$ cat src/rtl/tic_pkg.sv
package tic_pkg;
    localparam int ADDR_W = 2;
    localparam logic [ADDR_W-1:0] A_PRIO = 2'd0;
    localparam logic [ADDR_W-1:0] A_ENAB = 2'd1;
    localparam logic [ADDR_W-1:0] A_FLAG = 2'd2;
    localparam logic [ADDR_W-1:0] A_PIN  = 2'd3;
    localparam int NUM_TMR = 2;

    typedef enum logic {
        TP_HIGH = 1'b0,
        TP_LOW  = 1'b1
    } tpin_state_e;
endpackage

$ cat src/rtl/tic_regs.sv
module tic_regs
    import tic_pkg::*;
#(
    parameter int DATA_W = 8,
    parameter int LVL_W  = 2
) (
    input  logic                 clk,
    input  logic                 rst_n,
    input  logic                 wr_en,
    input  logic [ADDR_W-1:0]    addr,
    input  logic [DATA_W-1:0]    wdata,
    input  logic [NUM_TMR-1:0]   set_evt,
    output logic [LVL_W-1:0]     prio,
    output logic [NUM_TMR-1:0]   en,
    output logic [NUM_TMR-1:0]   flag,
    output logic                 chsel,
    output logic                 oe,
    output logic [DATA_W-1:0]    rdata
);
    logic wr_prio, wr_enab, wr_flag, wr_pin;
    logic unused_wd;

    assign unused_wd = ^wdata;
    assign wr_prio = wr_en && (addr == A_PRIO);
    assign wr_enab = wr_en && (addr == A_ENAB);
    assign wr_flag = wr_en && (addr == A_FLAG);
    assign wr_pin  = wr_en && (addr == A_PIN);

    always_ff @(posedge clk or negedge rst_n) begin
        if (!rst_n) begin
            prio  <= '0;
            en    <= '0;
            chsel <= 1'b0;
            oe    <= 1'b0;
        end else begin
            if (wr_prio) prio <= wdata[LVL_W-1:0];
            if (wr_enab) en   <= wdata[NUM_TMR-1:0];
            if (wr_pin) begin
                oe    <= wdata[0];
                chsel <= wdata[1];
            end
        end
    end

    for (genvar i = 0; i < NUM_TMR; i++) begin : g_flag
        always_ff @(posedge clk or negedge rst_n) begin
            if (!rst_n)
                flag[i] <= 1'b0;
            else if (set_evt[i])
                flag[i] <= 1'b1;
            else if (wr_flag && wdata[i])
                flag[i] <= 1'b0;
        end
    end

    always_comb begin
        rdata = '0;
        unique case (addr)
            A_PRIO: rdata[LVL_W-1:0]   = prio;
            A_ENAB: rdata[NUM_TMR-1:0] = en;
            A_FLAG: rdata[NUM_TMR-1:0] = flag;
            A_PIN:  rdata[1:0]         = {chsel, oe};
            default: rdata = '0;
        endcase
    end
endmodule

$ cat src/rtl/tic_irq_arb.sv
module tic_irq_arb
    import tic_pkg::*;
#(
    parameter int LVL_W = 2
) (
    input  logic [NUM_TMR-1:0] flag,
    input  logic [NUM_TMR-1:0] en,
    input  logic               cascade,
    input  logic [LVL_W-1:0]   prio,
    input  logic [LVL_W-1:0]   mask,
    output logic               irq,
    output logic [LVL_W-1:0]   level,
    output logic               src
);
    logic [NUM_TMR-1:0] req;
    logic               above;

    assign req[0] = flag[0] && en[0] && !cascade;
    assign req[1] = flag[1] && en[1];
    assign above  = prio > mask;

    always_comb begin
        irq   = (|req) && above;
        level = irq ? prio : '0;
        src   = irq && req[1];
    end
endmodule

$ cat src/rtl/tic_tout.sv
module tic_tout
    import tic_pkg::*;
(
    input  logic clk,
    input  logic rst_n,
    input  logic uf0,
    input  logic uf1,
    input  logic cascade,
    input  logic chsel,
    input  logic oe,
    output logic pin_hi,
    output logic tout
);
    tpin_state_e state_q, state_d;
    logic        step;

    assign step = (cascade || chsel) ? uf1 : uf0;

    always_ff @(posedge clk or negedge rst_n) begin
        if (!rst_n) state_q <= TP_HIGH;
        else        state_q <= state_d;
    end

    always_comb begin
        state_d = state_q;
        unique case (state_q)
            TP_HIGH: if (step) state_d = TP_LOW;
            TP_LOW:  if (step) state_d = TP_HIGH;
            default: state_d = TP_HIGH;
        endcase
    end

    always_comb begin
        pin_hi = (state_q == TP_HIGH);
        tout   = !oe || pin_hi;
    end
endmodule

$ cat src/rtl/tmr_irq_ctrl.sv
module tmr_irq_ctrl
    import tic_pkg::*;
#(
    parameter int DATA_W = 8,
    parameter int LVL_W  = 2
) (
    input  logic              clk,
    input  logic              rst_n,
    input  logic              uf0_i,
    input  logic              uf1_i,
    input  logic              cascade_i,
    input  logic [LVL_W-1:0]  cpu_mask_i,
    input  logic              wr_en_i,
    input  logic [1:0]        addr_i,
    input  logic [DATA_W-1:0] wdata_i,
    output logic [DATA_W-1:0] rdata_o,
    output logic              irq_o,
    output logic [LVL_W-1:0]  irq_level_o,
    output logic              irq_src_o,
    output logic              tout_o
);
    logic [NUM_TMR-1:0] set_w, en_w, flag_w;
    logic [LVL_W-1:0]   prio_w;
    logic               chsel_w, oe_w, pin_hi_w;

    assign set_w = {uf1_i, uf0_i && !cascade_i};

    tic_regs #(.DATA_W(DATA_W), .LVL_W(LVL_W)) u_regs (
        .clk(clk), .rst_n(rst_n), .wr_en(wr_en_i), .addr(addr_i),
        .wdata(wdata_i), .set_evt(set_w), .prio(prio_w), .en(en_w),
        .flag(flag_w), .chsel(chsel_w), .oe(oe_w), .rdata(rdata_o)
    );

    tic_irq_arb #(.LVL_W(LVL_W)) u_arb (
        .flag(flag_w), .en(en_w), .cascade(cascade_i), .prio(prio_w),
        .mask(cpu_mask_i), .irq(irq_o), .level(irq_level_o), .src(irq_src_o)
    );

    tic_tout u_tout (
        .clk(clk), .rst_n(rst_n), .uf0(uf0_i), .uf1(uf1_i),
        .cascade(cascade_i), .chsel(chsel_w), .oe(oe_w),
        .pin_hi(pin_hi_w), .tout(tout_o)
    );
endmodule

$ cat config.mk
export PLATFORM = sky130hd
export DESIGN_NAME = tmr_irq_ctrl
export DESIGN_NICKNAME = d
export VERILOG_FILES = /design/src/rtl/tic_pkg.sv /design/src/rtl/tic_regs.sv /design/src/rtl/tic_irq_arb.sv /design/src/rtl/tic_tout.sv /design/src/rtl/tmr_irq_ctrl.sv
export SDC_FILE = /design/constraint.sdc
export NUM_CORES = 1
export LEC_CHECK = 0
export ABC_AREA = 1
export BUFFER_PORTS_ARGS = -buffer_cell sky130_fd_sc_hd__buf_2
export CORE_MARGIN = 3
export CORE_UTILIZATION = 40
export CTS_BUF_LIST = sky130_fd_sc_hd__clkbuf_4
export CTS_CLUSTER_SIZE = 24
export DETAILED_ROUTE_END_ITERATION = 10
export GPL_TIMING_DRIVEN = 1
export PLACE_DENSITY = 0.68
export SYNTH_ARGS = -nofsm -noshare
export SYNTH_HDL_FRONTEND = slang
export SYNTH_SLANG_ARGS = --single-unit
$ cat constraint.sdc
create_clock -name clk -period 3.07 [get_ports clk]
set_input_delay 0.307 -clock clk [delete_from_list [all_inputs] [get_ports clk]]
set_output_delay 0.307 -clock clk [all_outputs]
set_load 0.1 [all_outputs]
Yosys cells after proc, flatten, opt, wreduce, memory -nomap -nowiden
Cells that the tools add are included.
- reduce and logical (&&, ||, !) cells: 20
- order comparisons: 1
- bitwise operators: 1
- equality and inequality tests: 3
- multiplexer cells: 10
- operators by type and width (cell ; number):
    logical AND 1 bit ; 12
    case mux 2 bit (4 select lines) ; 1
    2-to-1 mux 1 bit ; 7
    == test 2 bit, second input constant ; 2
    nonzero test 2 bit ; 2
    == test 2 x 1 -> 1 bit, second input constant ; 1
    greater-than comparator 2 bit ; 1
    zero test 1 bit ; 2
    zero test 2 bit ; 1
    logical OR 1 bit ; 2
    2-to-1 mux 2 bit ; 1
    case mux 1 bit (2 select lines) ; 1
    OR reduction 2 bit ; 1
    NOT 1 bit ; 1
- output and inout port bits: 13
- input bits: 18
- flip-flop bits (word level): 9
- logic and storage cells: 42

Logic depth before layout (Yosys ltp)
Gate-level depths: netlist (run 1).
- depth after elaboration: 5
- gate-level depth with buffers: 7
- gate-level depth less buffers: 7

By module
From an unflattened synthesis (run 1), not the netlist that was laid out.
- cells, all modules: 88
- area, all modules: 649.4 um^2
- by module, submodules not included (module ; area each (um^2) ; cells an instance ; times used ; seq. area each (um^2)):
    tic_regs ; 466.7 ; 55 ; 1 ; 200.2
    tic_irq_arb ; 96.3 ; 19 ; 1 ; 0.0
    tic_tout ; 76.3 ; 12 ; 1 ; 25.0
    tmr_irq_ctrl ; 10.0 ; 2 ; 1 ; 0.0

Worst setup path before layout (run 1)
OpenSTA, ideal clock, no wires.
- kind: reg-to-output
- start point: reg u_regs.prio[1]
- end point: out irq_level_o[0]
- cell stages (with the launch flop): 6
- data arrival time: 2.155 ns
- setup slack: 0.608 ns
- buffers on the path: 0
- data required time: 2.763 ns
- cell sequence: dfrtp_1 > ha_1 > nand2_1 > nand2_1 > nand3_1 > nor2_1
- cells in the longest elaborated chain, start to end: 3
- ends and longest elaborated chain (what ; RTL line ; RTL):
    start, declared ; tic_regs.sv:13 ; output logic [LVL_W-1:0] prio,
    start signal, assigned ; tic_regs.sv:36 ; if (wr_prio) prio <= wdata[LVL_W-1:0];
    greater-than comparator 2 bit ; tic_irq_arb.sv:20 ; assign above = prio > mask;
    logical AND 1 bit ; tic_irq_arb.sv:23 ; irq = (|req) && above;
    2-to-1 mux 2 bit ; tic_irq_arb.sv:24 ; level = irq ? prio : '0;
    end, declared ; tmr_irq_ctrl.sv:18 ; output logic [LVL_W-1:0] irq_level_o,
Every way passes these cells.

Worst setup path in the final report (run 1)
- start point: reg u_regs.prio[1]
- end point: out irq_src_o
- cells in the longest elaborated chain, start to end: 3
- ends and longest elaborated chain (what ; RTL line ; RTL):
    greater-than comparator 2 bit ; tic_irq_arb.sv:20 ;
    logical AND 1 bit ; tic_irq_arb.sv:23 ;
    logical AND 1 bit ; tic_irq_arb.sv:25 ; src = irq && req[1];
    end, declared ; tmr_irq_ctrl.sv:19 ; output logic irq_src_o,
Every way passes these cells.

==> impl_metrics.py, run 1 <==
metrics = {
    "synthesis": {
        "synth_edf_count": 0,
        "synth_most_common_cell": "nand2_1",
        "synth_cell_types": 16,
        "syn_area_um2": 613.1,
        "synth-main-ff-cell": "dfrtp_1",
        "syn_inst": 83,
        "yosysSeqAreaShare": 0.3673,
        "synth_top_cell_area_share": 0.3673,
        "async_reset_ff_frac": 1.000,
        "synth_area_leaders": "dfrtp_1 (37%), nand2_1 (13%), nand3_1 (9.0%)",
        "synth_largest_area_cell": "dfrtp_1",
        "synth_common_cells": "nand2_1 (21), inv_1 (11), nand3_1 (11), dfrtp_1 (9), o21ai_1 (8)",
        "yosys_warnings": 0,
        "synth_seq_cells": 9,
        "avgSynthCellArea_um2": 7.387,
    },
    "place": {
        "portBuffers": 18,
        "detailed_place_hpwl_um": 965.1,
        "finalWeightedCongestion": 0.8186,
        "pre_cts_ws_ns": 1.288,
    },
    "timing": {
        "report.final.hold_viol_count": 0,
        "fin_crit_sh": 0.6692,
        "min_period_ns": 2.055,
        "rsz0062_at_grt": "no",
        "clock_skew_ns": 0.002582,
        "worst_slack_ns": 1.015,
        "setup_viol": 0,
        "fmaxAchievable_mhz": 486.7,
        "slew_viol_final": 0,
        "setup-tns-final_ns": 0,
    },
    "clock_network": {
        "clockRootBuffer": "clkbuf_4",
        "clock-sinks": 9,
        "worst_skew_pair.late_latency_ns": 0.26,
        "cts_setup_buffers": 0,
        "cts_tree": "done",
        "clkTransAtPathRegs_ns": 0.06,
        "cts_made_buffers": 3,
        "clockBufferDepth": 2,
        "cts-htree-levels": 1,
    },
    "grt": {
        "antenna_found_initial": 0,
        "grt_pass1_vias": 416,
        "grtUsageTotal": 0.1234,
        "grt_pass1_wl_um": 1780,
        "grt_max_degree": 10,
        "gr-total-overflow": 0,
    },
    "power_and_ir_drop": {
        "p_sw_uw": 225.1,
        "power.density_nw_per_um2": 646.0,
        "p_leak_nw": 0.4095,
        "internal_power_uw": 235.6,
        "seqPwrFrac": 0.336,
        "clkPwrFrac": 0.214,
        "pwr-share-comb": 0.450,
        "ir_drop_uv": 283.9,
        "netSwitchingFraction": 0.4887,
    },
    "critical_path": {
        "reg2reg_from": "u_regs.chsel",
        "cp_max_fo": 4,
        "reg2reg_slack_ns": 2.14,
        "crit_start": "u_regs.prio[1]",
        "crit_path_end_kind": "output port",
        "reg2regPathDepth": 4,
        "worstSetupStartpointType": "register",
        "crit_required_ns": 2.76,
        "critPathKind": "register to output port",
        "r2r_end": "u_tout.state_q",
        "worstSetupEndpoint": "irq_src_o",
        "worstPathArrival_ns": 1.75,
    },
    "floorplan": {
        "core_um2": 1366,
        "initial_core_util": 0.4487,
        "rows": 13,
        "io_pins": 31,
        "die_y_um": 45.15,
        "dieArea_um2": 2039,
        "dieWidth_um": 45.15,
    },
    "drt": {
        "routed_wl_um": 1164,
        "vias": 552,
        "drt_iter0_markers": 4,
        "drt.antenna.violating_nets": 0,
        "avgRoutedWirePerCell_um": 9.864,
        "drc": 0,
        "drtPass1Iterations": 2,
        "avgViaCountPerCell": 4.678,
    },
    "hold_path": {
        "holdCritPathClass": "input port to register",
    },
    "finish": {
        "drive_above_1_share": 0.2621,
        "syn_to_final_growth_pct": 16.33,
        "fillers": 150,
        "num_antenna_cells": 0,
        "nNetsFinal": 124,
    },
    "run_status": {
        "status": "finished, final reports clean",
    },
    "flow_run": {
        "max_cap_violations": 0,
    },
}
worst min path at each step:
stage                     cells past startpoint        endpoint  start  slack (ns)
after floorplan                               0    u_regs.chsel  rst_n        0.01
after global placement                        1    u_regs.en[0]  rst_n        0.17
after detailed placement                      1    u_regs.en[0]  rst_n        0.17
after CTS                                     3  u_regs.flag[1]  uf1_i        0.23
after global routing                          3  u_regs.flag[1]  uf1_i        0.26
final                                         3  u_regs.flag[1]  uf1_i        0.24
placed cells by master (no fill, tap or decap):
cell type      instances
buf_2                 18
clkbuf_4               4
conb_1                 6
dfrtp_1                9
dlygate4sd3_1          1
ha_1                   2
inv_1                 11
inv_2                  2
nand2_1               21
nand2_2                1
nand3_1               11
nand3_2                1
nand4_1                2
nor2_1                 4
nor2_8                 1
o21ai_0                1
o21ai_1                8
kinds of logic (layout without fill, tap and decap cells):
logic type | Yosys count | count (layout) | synth area share
fa+ha+maj | 2 | 2 | 0.04081
flops | 9 | 9 | 0.3674
compound gates | 9 | 9 | 0.07346
other cells | 1 | 6 | 0.006117
buf+inv | 21 | 36 | 0.1898
simple gates | 41 | 41 | 0.3224
per-layer routing:
| metal | vias to the layer above | track usage | wire (um) |
|---|---|---|---|
| li1 | 292 | - | - |
| met1 | 239 | 0.1654 | 546 |
| met2 | 19 | 0.1751 | 517 |
| met3 | 2 | 0.03586 | 84 |
| met4 | 0 | 0.07018 | 15 |
| met5 | - | 0 | 0 |
per-stage QoR:
step                  util  power, mW  hold slack [ns]  cells  instance area [um2]
floorplan                -     0.3383          0.01141     88                631.9
finish              0.5220     0.4607           0.2409    118                713.2
detailed placement  0.4927     0.3646           0.1702    113                673.1
global route        0.5220     0.4919           0.2608    118                713.2
global placement    0.4927     0.3611           0.1661    113                673.1
CTS                 0.5220     0.4669           0.2349    118                713.2
registers in the layout (all words and copies together), names as in the netlist:
name	cells
u_regs.en	2
u_regs.flag	2
u_regs.prio	2
u_regs.chsel	1
u_regs.oe	1
u_tout.state_q	1
power groups by stage:
stage,Sequential (mW),Combinational (mW),Clock [mW]
2_1_floorplan,0.151,0.187,0
3_3_place_gp,0.156,0.205,0
3_5_place_dp,0.157,0.208,0
4_1_cts,0.155,0.209,0.103
5_1_grt,0.158,0.224,0.110
6_report,0.155,0.208,0.0984
critical path: stages, from the launching register on:
cell,delay (ns)
dfrtp_1,0.41
ha_1,0.31
nand2_1,0.05
nand2_1,0.05
nand3_1,0.13
nor2_1,0.11
buf_2,0.43
final cells by class:
cell class              instances  area, um2  share of cell area
clock buffers                   4      30.03             0.04211
multi-input cells              58      290.3              0.4070
inverters                      13      48.80             0.06842
repair buffers                 19      100.1              0.1404
well taps                      15      18.77             0.02632
flip-flops and latches          9      225.2              0.3158
what timing repair did:
action	CTS	global route
hold buffers	1	0
endpoints found under the hold margin	9	0
gates resized for setup	0	0
(Power assumes the default switching activity.)
==> inputs of run 2 (changes only) <==
- clock period: 3.07 -> 2 ns (I/O delays scaled with it)
==> run 2 against run 1 <==
Via count is the same. Critical path depth is the same. Clock power grew 53%. Combinational power grew 55%. Clock-buffer cell count is the same. Power grew 54%. Final cell count is the same. Largest cell class unchanged. Highest routed layer unchanged.
==> impl_metrics.py, run 2 (synthesized netlist as in run 1, its figures left out) <==
metrics = {
    "finish": {
        "syn_to_final_growth_pct": 17.96,
        "multiInputGateArea_um2": 290.3,
        "top_regs": "u_regs.en: 2 flops, u_regs.flag: 2 flops, u_regs.prio: 2 flops",
        "final_cell_mix": "nand2_1 (21), buf_2 (14), inv_1 (11), nand3_1 (11), dfrtp_1 (9)",
        "drive_above_1_share": 0.2621,
        "stdcell_count": 118,
        "num_antenna_cells": 0,
        "fillers": 151,
        "nNetsFinal": 124,
        "seqCellArea_um2": 225.2,
        "utilization": 0.5293,
        "layout_commonest_cell": "nand2_1",
    },
    "timing": {
        "rsz0062_at_grt": "no",
        "fin_crit_sh": 0.9295,
        "report.final.hold_viol_count": 0,
        "slew_viol_final": 0,
        "fmaxAchievable_mhz": 537.9,
        "worst_slack_ns": 0.1411,
        "setup-tns-final_ns": 0,
        "min_period_ns": 1.859,
        "setup_viol": 0,
        "clock_skew_ns": 0.002582,
    },
    "power_and_ir_drop": {
        "p_leak_nw": 0.4073,
        "ir_drop_uv": 437.0,
        "power.density_nw_per_um2": 983.7,
    },
    "clock_network": {
        "cts_setup_buffers": 0,
        "cts_tree": "done",
        "clockBufferDepth": 2,
        "worst_skew_pair.late_latency_ns": 0.26,
        "cts-htree-levels": 1,
        "clockRootBuffer": "clkbuf_4",
        "clock-sinks": 9,
        "clkTransAtPathRegs_ns": 0.06,
        "cts_made_buffers": 3,
    },
    "grt": {
        "grt_max_degree": 10,
        "antenna_found_initial": 0,
        "grtUsageTotal": 0.1234,
        "gr-total-overflow": 0,
        "grt_pass1_vias": 416,
        "grt_pass1_wl_um": 1780,
    },
    "drt": {
        "avgViaCountPerCell": 4.678,
        "drtPass1Iterations": 2,
        "met1Wirelength_um": 545,
        "drt_iter0_markers": 3,
        "drc": 0,
        "dr_wl_met2_um": 515,
        "dr_wl_met3_um": 83,
        "drt.antenna.violating_nets": 0,
        "routed_wl_um": 1160,
        "avgRoutedWirePerCell_um": 9.831,
        "vias": 552,
        "highest_layer": "met4",
    },
    "place": {
        "detailed_place_hpwl_um": 965.1,
        "finalWeightedCongestion": 0.8186,
        "pre_cts_ws_ns": 0.3254,
        "portBuffers": 18,
        "dp.cells": 113,
    },
    "floorplan": {
        "rows": 13,
        "core_um2": 1366,
        "initial_core_util": 0.4487,
        "dieWidth_um": 45.15,
        "io_pins": 31,
        "dieArea_um2": 2039,
        "die_y_um": 45.15,
    },
    "critical_path": {
        "cp_cell_sequence": "ha_1 -> nand2_1 -> nand2_1 -> nand3_1 -> nor2_1 -> clkbuf_4",
        "worstSetupStartpointType": "register",
        "crit_path_end_kind": "output port",
        "slowest_stage": "dfrtp_1",
        "critPathKind": "register to output port",
        "cp_common_cell": "nand2_1",
        "cp_max_fo": 4,
        "slowest_delay_ns": 0.41,
        "worstPathArrival_ns": 1.66,
        "crit_required_ns": 1.80,
    },
    "hold_path": {
        "holdCritPathClass": "input port to register",
    },
    "run_status": {
        "status": "finished, final reports clean",
    },
    "flow_run": {
        "max_cap_violations": 0,
    },
}
[run 2: cell count changes in the layout (fill, tap and decap cells not counted)]
cell      previous run  this run
buf_2               18        14
clkbuf_4             4         8
[run 2: layout make-up]
class / instances / share of cell area
tap: 15 / 0.02595
multi-input combinational: 58 / 0.4014
sequential: 9 / 0.3114
clock buffer: 4 / 0.04152
inverter: 13 / 0.06747
timing repair buffer: 19 / 0.1522
[run 2: metrics by stage]
stage,hold slack [ns],power (mW),instance area [um2]
final,0.1339,0.7114,723.2
after global routing,0.1538,0.7594,723.2
after CTS,0.1279,0.7166,713.2
after detailed placement,0.06319,0.5597,673.1
after global placement,0.05905,0.5543,673.1
after floorplan,-0.09559,0.5193,631.9
[run 2: power breakdown]
group	internal, mW	leakage [nW]	total, mW	switching, mW
Sequential	0.211	0.106	0.238	0.0263
Clock	0.0903	0.0184	0.151	0.0608
Combinational	0.0639	0.283	0.323	0.259
Total	0.366	0.407	0.711	0.346
[run 2: worst max-delay path: cells and delay by family (launching register included)]
family / cells / cell delay (ns)
simple gates: 4 / 0.34
flops: 1 / 0.41
fa+ha+maj: 1 / 0.31
buf+inv: 1 / 0.33
[run 2: timing repair]
item / CTS / global route
resized for setup: 0 / 4
hold endpoints to repair: 9 / 0
setup endpoints to repair: 0 / 4
hold buffers: 1 / 0
[run 2: final timing paths]
| check | cells past startpoint | slack (ns) | endpoint | from |
|---|---|---|---|---|
| hold reg to reg | 2 | 0.52 | u_regs.flag[0] | u_regs.flag[0] |
| hold / removal | 3 | 0.13 | u_regs.flag[1] | uf1_i |
| max in group asynchronous | 2 | 1.50 | u_regs.prio[1] | rst_n |
| setup reg to reg | 4 | 1.07 | u_tout.state_q | u_regs.chsel |
| setup / recovery | 6 | 0.14 | irq_src_o | u_regs.prio[1] |
| min in group asynchronous | 2 | 0.32 | u_regs.en[1] | rst_n |
[run 2: metal layers]
metal  up-vias  track usage
met5         -            0
met4         0      0.07018
met3         2      0.03586
met2        19       0.1751
met1       239       0.1654
li1        292            -
==> inputs of run 3 (changes only) <==
- CORE_UTILIZATION: 40 -> 35
- PLACE_DENSITY: 0.68 -> 0.6
- SLEW_MARGIN: default -> 20
==> run 3 against run 2 <==
Clock power down 9%. Critical endpoint unchanged. Sequential share of layout area up 0.054 points. Final cell count up 0.85%. Clock skew down 0.0025 ns. Flip-flop and latch count unchanged. Clock-buffer cell count down 1. Hold slack better by 0.0043 ns. Routed wire length up 8.7%. Critical path type unchanged. Worst setup slack better by 0.011 ns.
==> impl_metrics.py, run 3 (synthesized netlist as in run 1, its figures left out) <==
metrics = {
    "grt": {
        "grtUsageTotal": 0.1303,
        "grt_max_degree": 10,
        "grt_pass1_vias": 493,
        "gr-total-overflow": 0,
        "antenna_found_initial": 0,
        "grt_pass1_wl_um": 2035,
    },
    "critical_path": {
        "critPathKind": "register to output port",
        "crit_required_ns": 1.80,
        "slowest_delay_ns": 0.41,
        "cp_max_fo": 4,
        "cp_common_cell": "nand2_1",
        "cp_cell_sequence": "ha_1 -> nand2_1 -> nand2_1 -> nand3_1 -> nor2_1 -> clkbuf_4",
        "crit_path_end_kind": "output port",
        "worstPathArrival_ns": 1.65,
        "slowest_stage": "dfrtp_1",
        "crit_buf_inv": 1,
        "crit_family": "flip-flops",
        "worstSetupStartpointType": "register",
    },
    "power_and_ir_drop": {
        "power.density_nw_per_um2": 966.2,
        "p_sw_uw": 348.9,
        "p_leak_nw": 0.4066,
        "internal_power_uw": 348.6,
        "seqPwrFrac": 0.342,
        "clkPwrFrac": 0.197,
        "p_total_uw": 697.5,
        "pwr-share-comb": 0.461,
        "netSwitchingFraction": 0.5002,
        "ir_drop_uv": 509.3,
    },
    "place": {
        "portBuffers": 18,
        "finalWeightedCongestion": 0.6966,
        "detailed_place_hpwl_um": 1032,
        "dpl-instance-area_um2": 674.4,
    },
    "finish": {
        "top_regs": "u_regs.en: 2 flops, u_regs.flag: 2 flops, u_regs.prio: 2 flops",
        "layout_commonest_cell": "nand2_1",
        "final_cell_mix": "nand2_1 (21), buf_2 (14), inv_1 (11), nand3_1 (11), dfrtp_1 (9)",
        "syn_to_final_growth_pct": 17.76,
        "seqCellArea_um2": 225.2,
        "postLayoutCellArea_um2": 721.9,
        "num_antenna_cells": 0,
        "nNetsFinal": 124,
        "utilization": 0.4579,
        "drive_above_1_share": 0.2621,
        "multiInputGateArea_um2": 290.3,
        "fillers": 167,
    },
    "run_status": {
        "status": "finished, final reports clean",
    },
    "clock_network": {
        "clockRootBuffer": "clkbuf_4",
        "clockBufferDepth": 2,
        "clock-sinks": 9,
        "worst_skew_pair.late_latency_ns": 0.26,
        "cts_made_buffers": 3,
        "cts_tree": "done",
        "cts_setup_buffers": 0,
        "clkTransAtPathRegs_ns": 0.06,
        "cts-htree-levels": 1,
    },
    "drt": {
        "vias": 555,
        "drc": 0,
        "avgViaCountPerCell": 4.664,
        "routed_wl_um": 1261,
        "drt_iter0_markers": 10,
        "drt.antenna.violating_nets": 0,
        "drtPass1Iterations": 4,
        "avgRoutedWirePerCell_um": 10.60,
    },
    "floorplan": {
        "io_pins": 31,
        "core_um2": 1577,
        "rows": 14,
        "dieWidth_um": 47.86,
        "initial_core_util": 0.3889,
        "dieArea_um2": 2290,
        "die_y_um": 47.86,
    },
    "timing": {
        "report.final.hold_viol_count": 0,
        "fin_crit_sh": 0.9242,
        "min_period_ns": 1.848,
        "slew_viol_final": 0,
        "fmaxAchievable_mhz": 541.0,
        "setup_viol": 0,
        "whs_ns": 0.1383,
        "clock_skew_ns": 0.00007030,
        "rsz0062_at_grt": "no",
    },
    "hold_path": {
        "holdCritPathClass": "input port to register",
    },
    "flow_run": {
        "max_cap_violations": 0,
    },
}
run 3: cell types whose count changed in the layout (fill, tap and decap cells not counted):
cell / before / now
clkbuf_4: 8 / 7
clkinv_2: 0 / 1
run 3: metal layers:
| layer | global-route usage | vias to the layer above | routed length (um) |
|---|---|---|---|
| met2 | 0.1847 | 24 | 554 |
| met1 | 0.1814 | 237 | 594 |
| li1 | - | 290 | - |
| met3 | 0.03383 | 4 | 96 |
| met4 | 0.06452 | 0 | 16 |
| met5 | 0 | - | 0 |
run 3: power groups by stage:
stage          Clock, mW  Combinational [mW]  Sequential [mW]
6_report           0.138               0.322            0.238
3_5_place_dp           0               0.318            0.242
4_1_cts            0.144               0.320            0.239
2_1_floorplan          0               0.287            0.232
5_1_grt            0.153               0.347            0.243
3_3_place_gp           0               0.313            0.241
run 3: through the flow:
stage | cells | setup WS, ns | setup TNS [ns]
6_report | 119 | 0.1517 | 0
2_1_floorplan | 88 | -0.3554 | -1.066
3_5_place_dp | 114 | 0.3228 | 0
3_3_place_gp | 114 | 0.3340 | 0
5_1_grt | 119 | 0.008212 | 0
4_1_cts | 119 | 0.03661 | 0
run 3: worst paths after layout:
| kind | start | slack, ns | cells after the start | endpoint |
|---|---|---|---|---|
| max in group asynchronous | rst_n | 1.50 | 2 | u_regs.flag[0] |
| min | uf1_i | 0.14 | 3 | u_regs.flag[1] |
| min reg2reg | u_regs.en[1] | 0.52 | 2 | u_regs.en[1] |
| max reg2reg | u_regs.chsel | 1.04 | 4 | u_tout.state_q |
| max | u_regs.prio[1] | 0.15 | 6 | irq_src_o |
| min in group asynchronous | rst_n | 0.31 | 2 | u_tout.state_q |
run 3: final cells by class:
| class | instances | share of cell area |
|---|---|---|
| multi-input combinational | 58 | 0.4021 |
| sequential | 9 | 0.3120 |
| timing repair buffer | 19 | 0.1525 |
| inverter | 13 | 0.06759 |
| clock buffer | 3 | 0.03120 |
| tap | 16 | 0.02773 |
| clock inverter | 1 | 0.006932 |
run 3: worst min-delay path: cells and delay by family:
family	cells	cell delay, ns
AND/OR/NAND/NOR	1	0.05
buffers and inverters	2	0.11
run 3: what timing repair did:
item                                   CTS  global route
setup endpoints to repair                0             4
gates resized for setup                  0             4
hold buffers                             1             0
endpoints found under the hold margin    9             0
